===== src/rtl/dac_cmd_ctrl.sv =====
module dac_cmd_ctrl #(
  parameter logic [1:0] RESET_PD = 2'b11
) (
  input  logic       clk,
  input  logic       rst_n,
  input  logic       byte_valid,
  input  logic [7:0] byte_data,
  input  logic       ack_fall,
  input  logic       frame_abort,
  output logic [9:0] dac_code,
  output logic       buf_en,
  output logic [1:0] term_sel,
  output logic [7:0] rd_byte_hi,
  output logic [7:0] rd_byte_lo
);

  typedef enum logic [1:0] {P_FIRST, P_SECOND, P_WAIT} phase_t;

  phase_t     ph;
  logic [3:0] cmd_q, hi_q;
  logic [5:0] lo_q;
  logic [9:0] in_q, dac_q;
  logic [1:0] pd_q;
  logic       commit;
  logic [9:0] nv;

  assign nv     = {hi_q, lo_q};
  assign commit = ack_fall && (ph == P_WAIT) && !frame_abort && !byte_valid;

  always_ff @(posedge clk or negedge rst_n) begin
    if (!rst_n) begin
      ph    <= P_FIRST;
      cmd_q <= '0;
      hi_q  <= '0;
      lo_q  <= '0;
    end else if (frame_abort) begin
      ph <= P_FIRST;
    end else if (byte_valid) begin
      if (ph == P_SECOND) begin
        lo_q <= byte_data[7:2];
        ph   <= P_WAIT;
      end else begin
        cmd_q <= byte_data[7:4];
        hi_q  <= byte_data[3:0];
        ph    <= P_SECOND;
      end
    end else if (commit) begin
      ph <= P_FIRST;
    end
  end

  always_ff @(posedge clk or negedge rst_n) begin
    if (!rst_n) begin
      in_q  <= '0;
      dac_q <= '0;
      pd_q  <= RESET_PD;
    end else if (commit) begin
      casez (cmd_q)
        4'b1100: begin in_q <= nv; dac_q <= nv; end
        4'b1101: in_q <= nv;
        4'b1110: begin dac_q <= in_q; in_q <= nv; end
        4'b1111: dac_q <= in_q;
        4'b01??: pd_q <= hi_q[3:2];
        default: ;
      endcase
    end
  end

  assign dac_code   = dac_q;
  assign term_sel   = pd_q;
  assign buf_en     = (pd_q == 2'b00);
  assign rd_byte_hi = {2'b00, pd_q, dac_q[9:6]};
  assign rd_byte_lo = {dac_q[5:0], 2'b00};

  a_r12_no_stray_commit: assert property (@(posedge clk) disable iff (!rst_n)
    !ack_fall |=> $stable(dac_code) && $stable(term_sel));

  a_r10_abort_discards: assert property (@(posedge clk) disable iff (!rst_n)
    frame_abort |=> $stable(dac_code) && $stable(term_sel));

  a_r4_input_only: assert property (@(posedge clk) disable iff (!rst_n)
    (commit && cmd_q == 4'b1101) |=> $stable(dac_code) && in_q == $past(nv));

  a_r5_swap_old: assert property (@(posedge clk) disable iff (!rst_n)
    (commit && cmd_q == 4'b1110) |=> dac_code == $past(in_q) && in_q == $past(nv));

  a_r6_copy_input: assert property (@(posedge clk) disable iff (!rst_n)
    (commit && cmd_q == 4'b1111) |=> dac_code == $past(in_q) && $stable(in_q));

  a_r7_read_no_change: assert property (@(posedge clk) disable iff (!rst_n)
    (commit && cmd_q[3:2] == 2'b10) |=> $stable(dac_code) && $stable(in_q) && $stable(term_sel));

  a_r11_noop: assert property (@(posedge clk) disable iff (!rst_n)
    (commit && cmd_q[3:2] == 2'b00) |=> $stable(dac_code) && $stable(in_q) && $stable(term_sel));

endmodule


===== config.mk =====
export PLATFORM = sky130hd
export DESIGN_NAME = dac_cmd_ctrl
export DESIGN_NICKNAME = d
export VERILOG_FILES = /design/src/rtl/dac_cmd_ctrl.sv
export SDC_FILE = /design/constraint.sdc
export NUM_CORES = 1
export LEC_CHECK = 0
export BUFFER_PORTS_ARGS = -buffer_cell sky130_fd_sc_hd__buf_4
export CAP_MARGIN = 15
export CORE_UTILIZATION = 53
export CTS_CLUSTER_SIZE = 20
export DETAILED_ROUTE_END_ITERATION = 16
export PLACE_DENSITY = 0.79
export SETUP_SLACK_MARGIN = 0.1
export SYNTH_ARGS = -nofsm -noshare
export SYNTH_HDL_FRONTEND = slang
export SYNTH_SLANG_ARGS = --single-unit

===== constraint.sdc =====
create_clock -name clk -period 2.08 [get_ports clk]
set_clock_uncertainty 0.1 [all_clocks]
set_input_delay 0.104 -clock clk [delete_from_list [all_inputs] [get_ports clk]]
set_output_delay 0.104 -clock clk [all_outputs]
set_load 0.005 [all_outputs]

==> results of run 1 <==
==> per-stage QoR <==
| stage | setup slack, ns | area (µm²) |
|---|---|---|
| floorplan | 0.573 | 1800 |
| global placement | 0.541 | 2010 |
| detailed placement | 0.484 | 2010 |
| CTS | 0.434 | 2250 |
| global route | 0.387 | 2250 |
| finish | 0.403 | 2250 |
==> worst max-delay path: stages <==
cell           delay [ns]
dlygate4sd3_1        0.54
buf_4                0.15
nor2_1               0.22
and4b_1              0.23
buf_4                0.24
mux2_4               0.32
==> synthesized netlist by cell type, drive strengths merged <==
| cell type | instances | area share |
|---|---|---|
| a211oi | 1 | 0.0042 |
| a21oi | 1 | 0.0028 |
| and3b | 2 | 0.0098 |
| and4b | 1 | 0.0056 |
| buf | 19 | 0.079 |
| conb | 1 | 0.0021 |
| dfrtp | 36 | 0.50 |
| dfstp | 2 | 0.029 |
| mux2 | 46 | 0.31 |
| nand2 | 3 | 0.0063 |
| nand2b | 2 | 0.0070 |
| nand3 | 1 | 0.0056 |
| nand3b | 1 | 0.0042 |
| nand4b | 2 | 0.0098 |
| nor2 | 2 | 0.0042 |
| nor2b | 1 | 0.0077 |
| nor3b | 1 | 0.0070 |
==> state kept, by name (all words and copies together) (netlist names) <==
signal	cells
in_q	10
hi_q	4
term_sel	2
dac_code	10
ph	2
cmd_q	4
lo_q	6
==> path summary, 6_finish.rpt <==
| kind | start | end | slack, ns | depth (start not counted) |
|---|---|---|---|---|
| min | rst_n | in_q[9] | 0.14 | 2 |
| min in group clk | ack_fall | term_sel[0] | 0.31 | 4 |
| max reg2reg | ph[0] | dac_code[3] | 0.46 | 4 |
| min reg2reg | in_q[2] | in_q[2] | 0.42 | 1 |
| max in group asynchronous | rst_n | term_sel[1] | 1.39 | 2 |
| max | byte_valid | dac_code[3] | 0.40 | 6 |
==> cell usage in the layout (no fill, tap or decap), drive strengths merged, types with 2 or more instances in the layout <==
master	Yosys	layout
dfrtp	36	36
nor2	2	2
nand4b	2	2
mux2	46	46
clkbuf	0	5
dlygate4sd3	0	13
nand2b	2	2
and3b	2	2
buf	19	40
bufinv	0	2
dfstp	2	2
conb	1	4
nand2	3	3
==> layout make-up <==
cell class                      count  area (µm²)  area share
Timing Repair Buffer               53         430       0.191
Multi-Input combinational cell     68         703       0.313
Clock buffer                        5        37.5      0.0167
Clock inverter                      3        68.8      0.0306
Sequential cell                    38         953       0.424
Tap cell                           44        55.1      0.0245
==> metal layers <==
layer  vias to the layer above  track usage
li1                        498            -
met1                       553        0.228
met2                        25        0.387
met3                         5       0.0584
met4                         0       0.0897
met5                         -            0
==> power by group <==
group	internal, mW	switching (mW)
combinational	0.201	0.103
sequential	0.829	0.0724
clock	0.376	0.249
==> cell families after synthesis <==
| family | after synthesis |
|---|---|
| multiplexers | 46 |
| flip-flops | 38 |
| buffers and inverters | 19 |
| AND/OR/NAND/NOR | 16 |
| AO/OA/AOI/OAI | 2 |
| other | 1 |
==> reports/qor.csv, run 1 <==
stage;metric;value;unit
floorplanning;FP Rows;20;
drt;drt first pass iters;4;
drt;Routed Wire Length;3210;µm
placed_design;number of buffers added on ports;37;
global_routing;vias in the first global route;1140;
drt;Iter 0 DRT Violations;31;
drt;Via-to-Cell Ratio;5.12;
synth;Gate Count Post-Synth;122;
layout;share of cells above drive strength 1;0.593;
placed_design;Detailed Place HPWL;2190;µm
drt;WL met2;1750;µm
layout;FILL cells;216;
synth;post-synthesis sequential area ratio;0.534;
synth;Synth Area in Compound Gates;0.00700;
worst_setup_path;CP endpoint kind;flop;
synth;Mapped Area;1790;µm²
floorplanning;core box area;3130;µm²
sta;setup TNS;0;ns
synth;#FFs+latches synth;38;
job;Max Cap Violations;0;
worst_setup_path;CP Launch Type;input pin;
drt;DR top layer;met4;
cts;CTS Sinks;38;
synth;main combinational cell family by area after synthesis;multiplexers;
sta;Final Hold Viols;0;
synth;Avg Cell Area, Syn;14.6;µm²
global_routing;first-pass GRT wire length;5280;µm
cts;root buf cell;clkbuf_4;
global_routing;initial antenna violation count;0;
drt;routed vias;1081;
worst_setup_path;crit path DAT;1.81;ns
synth;Ys Warns;0;
synth;mux contribution to synthesized area;0.311;
run_status;status;complete, no violations;
power;Power, Total;1.83;mW
power;PwrDens;814;nW/µm²
placed_design;routability cong.;0.670;
power;Worst VDD drop;0.583;mV
drt;drt wl/cell;15.2;µm
cts;post-cts resize count;0;
power;P_leak;1.11;nW
layout;# diodes;0;
synth;Post-Synth Adder-Cell Area;0;
floorplanning;Initial Util;0.571;
cts;worst skew pair latency;0.34;ns
floorplanning;Ports;42;
floorplanning;die area;3610;µm²
cts;# Post-CTS Setup Buffers;0;
sta;FMAX;0.596;GHz
floorplanning;Die Width;60.1;µm
sta;hold slack;0.138;ns
worst_hold_path;hold crit path type;input pin to asynchronous set/reset pin;
global_routing;GRT Util Overall;0.212;
drt;drt drc;0;
sta;RSZ-0062 raised after global routing;false;
placed_design;dpl cells;190;
worst_setup_path;crit-path max FO;10;
floorplanning;die span in y;60.1;µm
sta;Final Max Slew Viols;0;
layout;Final Instance Count excl. Fillers;211;
sta;Final setup viols;0;
drt;met3 wire len;111;µm
cts;Worst-path clk slew;0.12;ns
cts;CTS Buffer Depth;2;
synth;Post-Synth XOR/XNOR Area;0;
sta;crit share post-route;0.806;
cts;CTS tree;done;
layout;Final nets;179;
layout;area grow syn2layout;25.8;%
cts;hold-fix buffer count after cts;13;
global_routing;largest net degree at the start of global routing;39;
cts;htree depth;2;
worst_setup_path;Setup CP Type;input pin to flop;
synth;simple-gate area share of the yosys netlist;0.0672;
layout;Core Util, Final;0.719;
drt;Routed Antenna Nets;0;
cts;Inserted Clock Buffers;5;
global_routing;gr ovfl total;0;
synth;Cell variety after synth;20;
drt;met1 WL;1290;µm
sta;minimum clock period;1.68;ns
worst_setup_path;required time worst endpoint;2.21;ns
Power figures use the tool's default switching activity.
==> run 2: changes to the inputs <==
--- a/config.mk
+++ b/config.mk
@@ -7,10 +7,10 @@
 export LEC_CHECK = 0
 export BUFFER_PORTS_ARGS = -buffer_cell sky130_fd_sc_hd__buf_4
 export CAP_MARGIN = 15
-export CORE_UTILIZATION = 53
+export CORE_UTILIZATION = 47
 export CTS_CLUSTER_SIZE = 20
 export DETAILED_ROUTE_END_ITERATION = 16
-export PLACE_DENSITY = 0.79
+export PLACE_DENSITY = 0.74
 export SETUP_SLACK_MARGIN = 0.1
 export SYNTH_ARGS = -nofsm -noshare
 export SYNTH_HDL_FRONTEND = slang
==> constraint.sdc (replaced) <==
create_clock -name clk -period 1.4 [get_ports clk]
set_clock_uncertainty 0.1 [all_clocks]
set_input_delay 0.07 -clock clk [delete_from_list [all_inputs] [get_ports clk]]
set_output_delay 0.07 -clock clk [all_outputs]
set_load 0.005 [all_outputs]
==> run 2 against run 1 <==
  * The flow now finishes with violations (setup timing)
  * Clock power grew 10%
  * Power grew 44%
  * Sequential share of layout area shrank 4.1 points
  * Register-to-register slack lost 0.64 ns
  * Design area grew 11%
  * Non-clock buffer count grew 12
==> reports/qor.csv, run 2 (synthesized netlist as in run 1, its figures left out) <==
stage;metric;value;unit
global_routing;largest net degree at the start of global routing;39;
cts;CTS tree;done;
power;P_leak;1.26;nW
worst_setup_path;crit path buf inv count;1;
worst_hold_path;hold crit path type;input pin to flop;
worst_setup_path;critical path's slowest cell;dfrtp_1;
global_routing;first-pass GRT wire length;6020;µm
drt;Iter 0 DRT Violations;38;
worst_setup_path;required time worst endpoint;1.47;ns
layout;commonest non-fill, non-tap cell in the layout;buf_4;
sta;Final Hold Viols;0;
sta;Final Max Slew Viols;0;
floorplanning;core box area;3660;µm²
drt;routed vias;1114;
drt;drt first pass iters;4;
sta;crit share post-route;1.13;
worst_setup_path;CP Launch Type;flop;
sta;hold slack;0.0184;ns
placed_design;Detailed Place HPWL;2380;µm
placed_design;dpl cells;206;
sta;setup TNS;-4.16;ns
worst_setup_path;CP peak stage delay;0.40;ns
run_status;failing checks;setup timing;
floorplanning;FP Rows;22;
cts;Inserted Clock Buffers;5;
job;Max Cap Violations;0;
cts;root buf cell;clkbuf_8;
run_status;status;finished with violations;
worst_setup_path;Setup CP Type;flop to flop;
worst_setup_path;CP top delay family;simple AND/OR/NAND/NOR gates;
global_routing;initial antenna violation count;0;
cts;worst skew pair latency;0.28;ns
power;PwrDens;1060;nW/µm²
floorplanning;die span in y;63.7;µm
worst_setup_path;crit-path max FO;8;
power;Power, Total;2.64;mW
worst_setup_path;CP endpoint kind;flop;
floorplanning;Die Width;63.7;µm
cts;CTS Sinks;38;
worst_setup_path;crit path DAT;1.64;ns
sta;RSZ-0062 raised after global routing;true;
floorplanning;Initial Util;0.488;
layout;area grow syn2layout;39.2;%
global_routing;gr ovfl total;0;
global_routing;gr busiest metal;met2;
power;Worst VDD drop;0.766;mV
floorplanning;Ports;42;
sta;minimum clock period;1.58;ns
drt;drt wl/cell;15.8;µm
global_routing;met3 usage;0.0380;
sta;setup slack after layout;-0.176;ns
placed_design;number of buffers added on ports;37;
global_routing;GRT Util Overall;0.200;
floorplanning;die area;4050;µm²
layout;# diodes;0;
layout;share of cells above drive strength 1;0.657;
global_routing;met1 usage;0.260;
drt;drt drc;0;
sta;Final setup viols;36;
placed_design;routability cong.;0.705;
global_routing;met2 Usage GRT;0.332;
drt;Routed Wire Length;3580;µm
cts;CTS Buffer Depth;2;
cts;Worst-path clk slew;0.07;ns
cts;htree depth;2;
layout;Final Instance Count excl. Fillers;226;
global_routing;vias in the first global route;1244;
layout;Final nets;191;
drt;Via-to-Cell Ratio;4.93;
sta;FMAX;0.634;GHz
worst_setup_path;CP cell instances;and3b_2, and4b_2, buf_12, mux2_4;
worst_setup_path;reg-to-reg slack, setup;-0.18;ns
layout;most frequent cells in the layout;buf_4, dfrtp_1, mux2_4;
drt;Routed Antenna Nets;0;
[run 2: cell types whose count changed in the layout (fill, tap and decap cells not counted), sizes merged]
| cell | previous run | this run |
|---|---|---|
| buf | 40 | 54 |
| bufinv | 2 | 0 |
| dlygate4sd3 | 13 | 11 |
| clkinv | 1 | 2 |
[run 2: tightest hold or removal path, cell delays in order]
cell and delay [ns]:
buf_4 0.11, nand3b_1 0.11, a21oi_1 0.07
[run 2: area by class of cell]
cell class | count | area [µm²]
Clock buffer | 5 | 68.8
Clock inverter | 2 | 10.0
Fill cell | 277 | 1170
Multi-Input combinational cell | 68 | 815
Sequential cell | 38 | 953
Tap cell | 48 | 60.1
Timing Repair Buffer | 65 | 581
[run 2: report_power, final]
part | internal [mW] | switching (mW)
combinational | 0.418 | 0.180
clock | 0.334 | 0.356
sequential | 1.23 | 0.120
total | 1.99 | 0.655
[run 2: path summary, 6_finish.rpt]
check | start | endpoint | depth (start not counted)
worst max-delay path | ph[1] | dac_code[3] | 4
worst min-delay path | byte_valid | ph[1] | 3
worst max register to register | ph[1] | dac_code[3] | 4
worst min register to register | in_q[0] | in_q[0] | 1
max in group asynchronous | rst_n | term_sel[0] | 2
min in group asynchronous | rst_n | hi_q[0] | 2
[run 2: layer usage]
layer	up-vias	wire length, µm	share of wire
li1	519	-	-
met1	567	1650	0.46
met2	23	1810	0.50
met3	5	77	0.022
met4	0	41	0.011
met5	-	0	0
[run 2: repair_timing]
action / in CTS / in global routing
gates cloned: 0 / 0
resized for setup: 13 / 5
hold buffers: 11 / 0
endpoints found under the setup margin: 36 / 36
pin swaps: 3 / 3
buffers inserted: 2 / 1
endpoints found under the hold margin: 54 / 0
[run 2: per-stage QoR]
stage,worst slack (ns),util,instance area [µm²]
detailed placement,-0.180,0.607,2220
global placement,-0.130,0.607,2220
global route,-0.225,0.679,2490
CTS,-0.172,0.675,2470
floorplan,-0.0537,-,1880
finish,-0.176,0.679,2490
==> run 3: changes to the inputs <==
--- a/config.mk
+++ b/config.mk
@@ -7,10 +7,10 @@
 export LEC_CHECK = 0
 export BUFFER_PORTS_ARGS = -buffer_cell sky130_fd_sc_hd__buf_4
 export CAP_MARGIN = 15
-export CORE_UTILIZATION = 47
+export CORE_UTILIZATION = 53
 export CTS_CLUSTER_SIZE = 20
 export DETAILED_ROUTE_END_ITERATION = 16
-export PLACE_DENSITY = 0.74
+export PLACE_DENSITY = 0.79
 export SETUP_SLACK_MARGIN = 0.1
 export SYNTH_ARGS = -nofsm -noshare
 export SYNTH_HDL_FRONTEND = slang
==> constraint.sdc (replaced) <==
create_clock -name clk -period 1.8 [get_ports clk]
set_clock_uncertainty 0.1 [all_clocks]
set_input_delay 0.09 -clock clk [delete_from_list [all_inputs] [get_ports clk]]
set_output_delay 0.09 -clock clk [all_outputs]
set_load 0.005 [all_outputs]
==> run 3 against run 2 <==
  * The run now ends clean
  * Flip-flop and latch count did not move
  * Critical path depth rose by 2
  * Wire length is 12% lower
  * First-iteration DRC count is 63% lower
  * Clock power up 9.4%
==> reports/qor.csv, run 3 (synthesized netlist as in run 1, its figures left out) <==
stage;metric;value;unit
layout;Final Cell Area;2250;µm²
cts;root buf cell;clkbuf_4;
worst_setup_path;CP endpoint kind;flop;
floorplanning;die span in y;60.1;µm
floorplanning;FP Rows;20;
worst_setup_path;Reg2Reg Capture Point;lo_q[4];
power;P_sw;487;µW
global_routing;GRT Util Overall;0.215;
drt;Routed Antenna Nets;0;
worst_setup_path;CP cell instances;dlygate4sd3_1, buf_4, and3b_1, and4b_1, buf_4, mux2_4;
sta;Final setup viols;0;
placed_design;routability cong.;0.695;
drt;drt first pass iters;4;
worst_hold_path;hold crit path type;input pin to asynchronous set/reset pin;
placed_design;Detailed Place HPWL;2240;µm
power;P_leak;1.11;nW
sta;Final Hold Viols;0;
placed_design;number of buffers added on ports;37;
cts;Worst-path clk slew;0.12;ns
worst_setup_path;Setup CP Type;input pin to flop;
drt;routed vias;1062;
power;PwrDens;954;nW/µm²
sta;hold slack;0.122;ns
power;Internal;1.66;mW
worst_setup_path;crit-path max FO;10;
global_routing;first-pass GRT wire length;5320;µm
power;clock share of power;0.351;
layout;# diodes;0;
sta;FMAX;0.614;GHz
drt;Iter 0 DRT Violations;14;
cts;htree depth;2;
layout;Final nets;179;
sta;setup TNS;0;ns
floorplanning;die area;3610;µm²
power;Power, Total;2.15;mW
placed_design;area post-placement;2020;µm²
layout;area grow syn2layout;26.0;%
layout;most frequent cells in the layout;buf_4, mux2_2, dfrtp_1;
power;sequential share of power;0.485;
run_status;status;complete, no violations;
floorplanning;Ports;42;
worst_setup_path;required time worst endpoint;1.94;ns
drt;Routed Wire Length;3160;µm
layout;commonest non-fill, non-tap cell in the layout;buf_4;
worst_setup_path;CP most frequent cell;buf_4;
cts;worst skew pair latency;0.35;ns
worst_setup_path;CP Launch Type;input pin;
job;Max Cap Violations;0;
worst_setup_path;crit path DAT;1.77;ns
sta;Final Max Slew Viols;0;
layout;share of cells above drive strength 1;0.599;
drt;Via-to-Cell Ratio;5.03;
worst_setup_path;critical path's slowest cell;dlygate4sd3_1;
floorplanning;core box area;3130;µm²
global_routing;gr ovfl total;0;
drt;drt wl/cell;15.0;µm
worst_setup_path;worst reg2reg path startpoint;ph[1];
floorplanning;Initial Util;0.571;
sta;crit share post-route;0.905;
worst_setup_path;CP peak stage delay;0.55;ns
worst_setup_path;reg-to-reg slack, setup;0.21;ns
cts;Inserted Clock Buffers;5;
worst_setup_path;R2R cell count;3;
power;Comb pwr share;0.164;
drt;drt drc;0;
sta;RSZ-0062 raised after global routing;false;
sta;minimum clock period;1.63;ns
cts;CTS Sinks;38;
power;Worst VDD drop;0.628;mV
floorplanning;Die Width;60.1;µm
global_routing;initial antenna violation count;0;
cts;CTS tree;done;
global_routing;vias in the first global route;1100;
power;sw frac;0.227;
global_routing;largest net degree at the start of global routing;39;
cts;CTS Buffer Depth;2;
## run 3: worst max-delay path by stage
stage	cells after the start	startpoint	to
after global routing	3	ph[1]	lo_q[4]
after global placement	4	ph[1]	dac_code[3]
after floorplan	3	ph[0]	cmd_q[0]
after detailed placement	3	ph[1]	lo_q[4]
final	6	frame_abort	dac_code[3]
after CTS	6	frame_abort	dac_code[8]
## run 3: layout make-up
class	count	area [µm²]
multi-input cells	68	703
repair buffers	53	428
clock buffers	6	51.3
flip-flops and latches	38	953
fillers	216	877
well taps	44	55.1
clock inverters	2	60.1
## run 3: power groups by stage
stage                     Clock, mW  Combinational, mW  Sequential [mW]
after global placement            0              0.322             1.05
after CTS                     0.771              0.357             1.04
final                         0.755              0.352             1.04
after global routing          0.802              0.387             1.06
after floorplan                   0              0.237             1.03
after detailed placement          0              0.334             1.06
## run 3: worst max-delay path, delay by kind of cell
family	cells	cell delay, ns
multiplexers	1	0.32
AND/OR/NAND/NOR	2	0.43
buffers and inverters	3	0.94
## run 3: stage by stage
stage | cells | util | setup slack [ns]
2_1_floorplan | 125 | - | 0.293
3_3_place_gp | 191 | 0.646 | 0.270
3_5_place_dp | 191 | 0.646 | 0.216
5_1_grt | 211 | 0.720 | 0.150
4_1_cts | 211 | 0.720 | 0.190
6_report | 211 | 0.720 | 0.171
## run 3: metal layers
layer,part of all wire,vias up,track usage
met5,0,-,0
met4,0.015,0,0.0698
met3,0.039,6,0.0714
met2,0.54,27,0.373
met1,0.41,528,0.248
li1,-,501,-
## run 3: repair_timing
item / 4_1_cts / 5_1_grt
hold buffers: 12 / 0
gates resized for setup: 0 / 0
hold endpoints to repair: 54 / 0
buffers inserted: 0 / 0
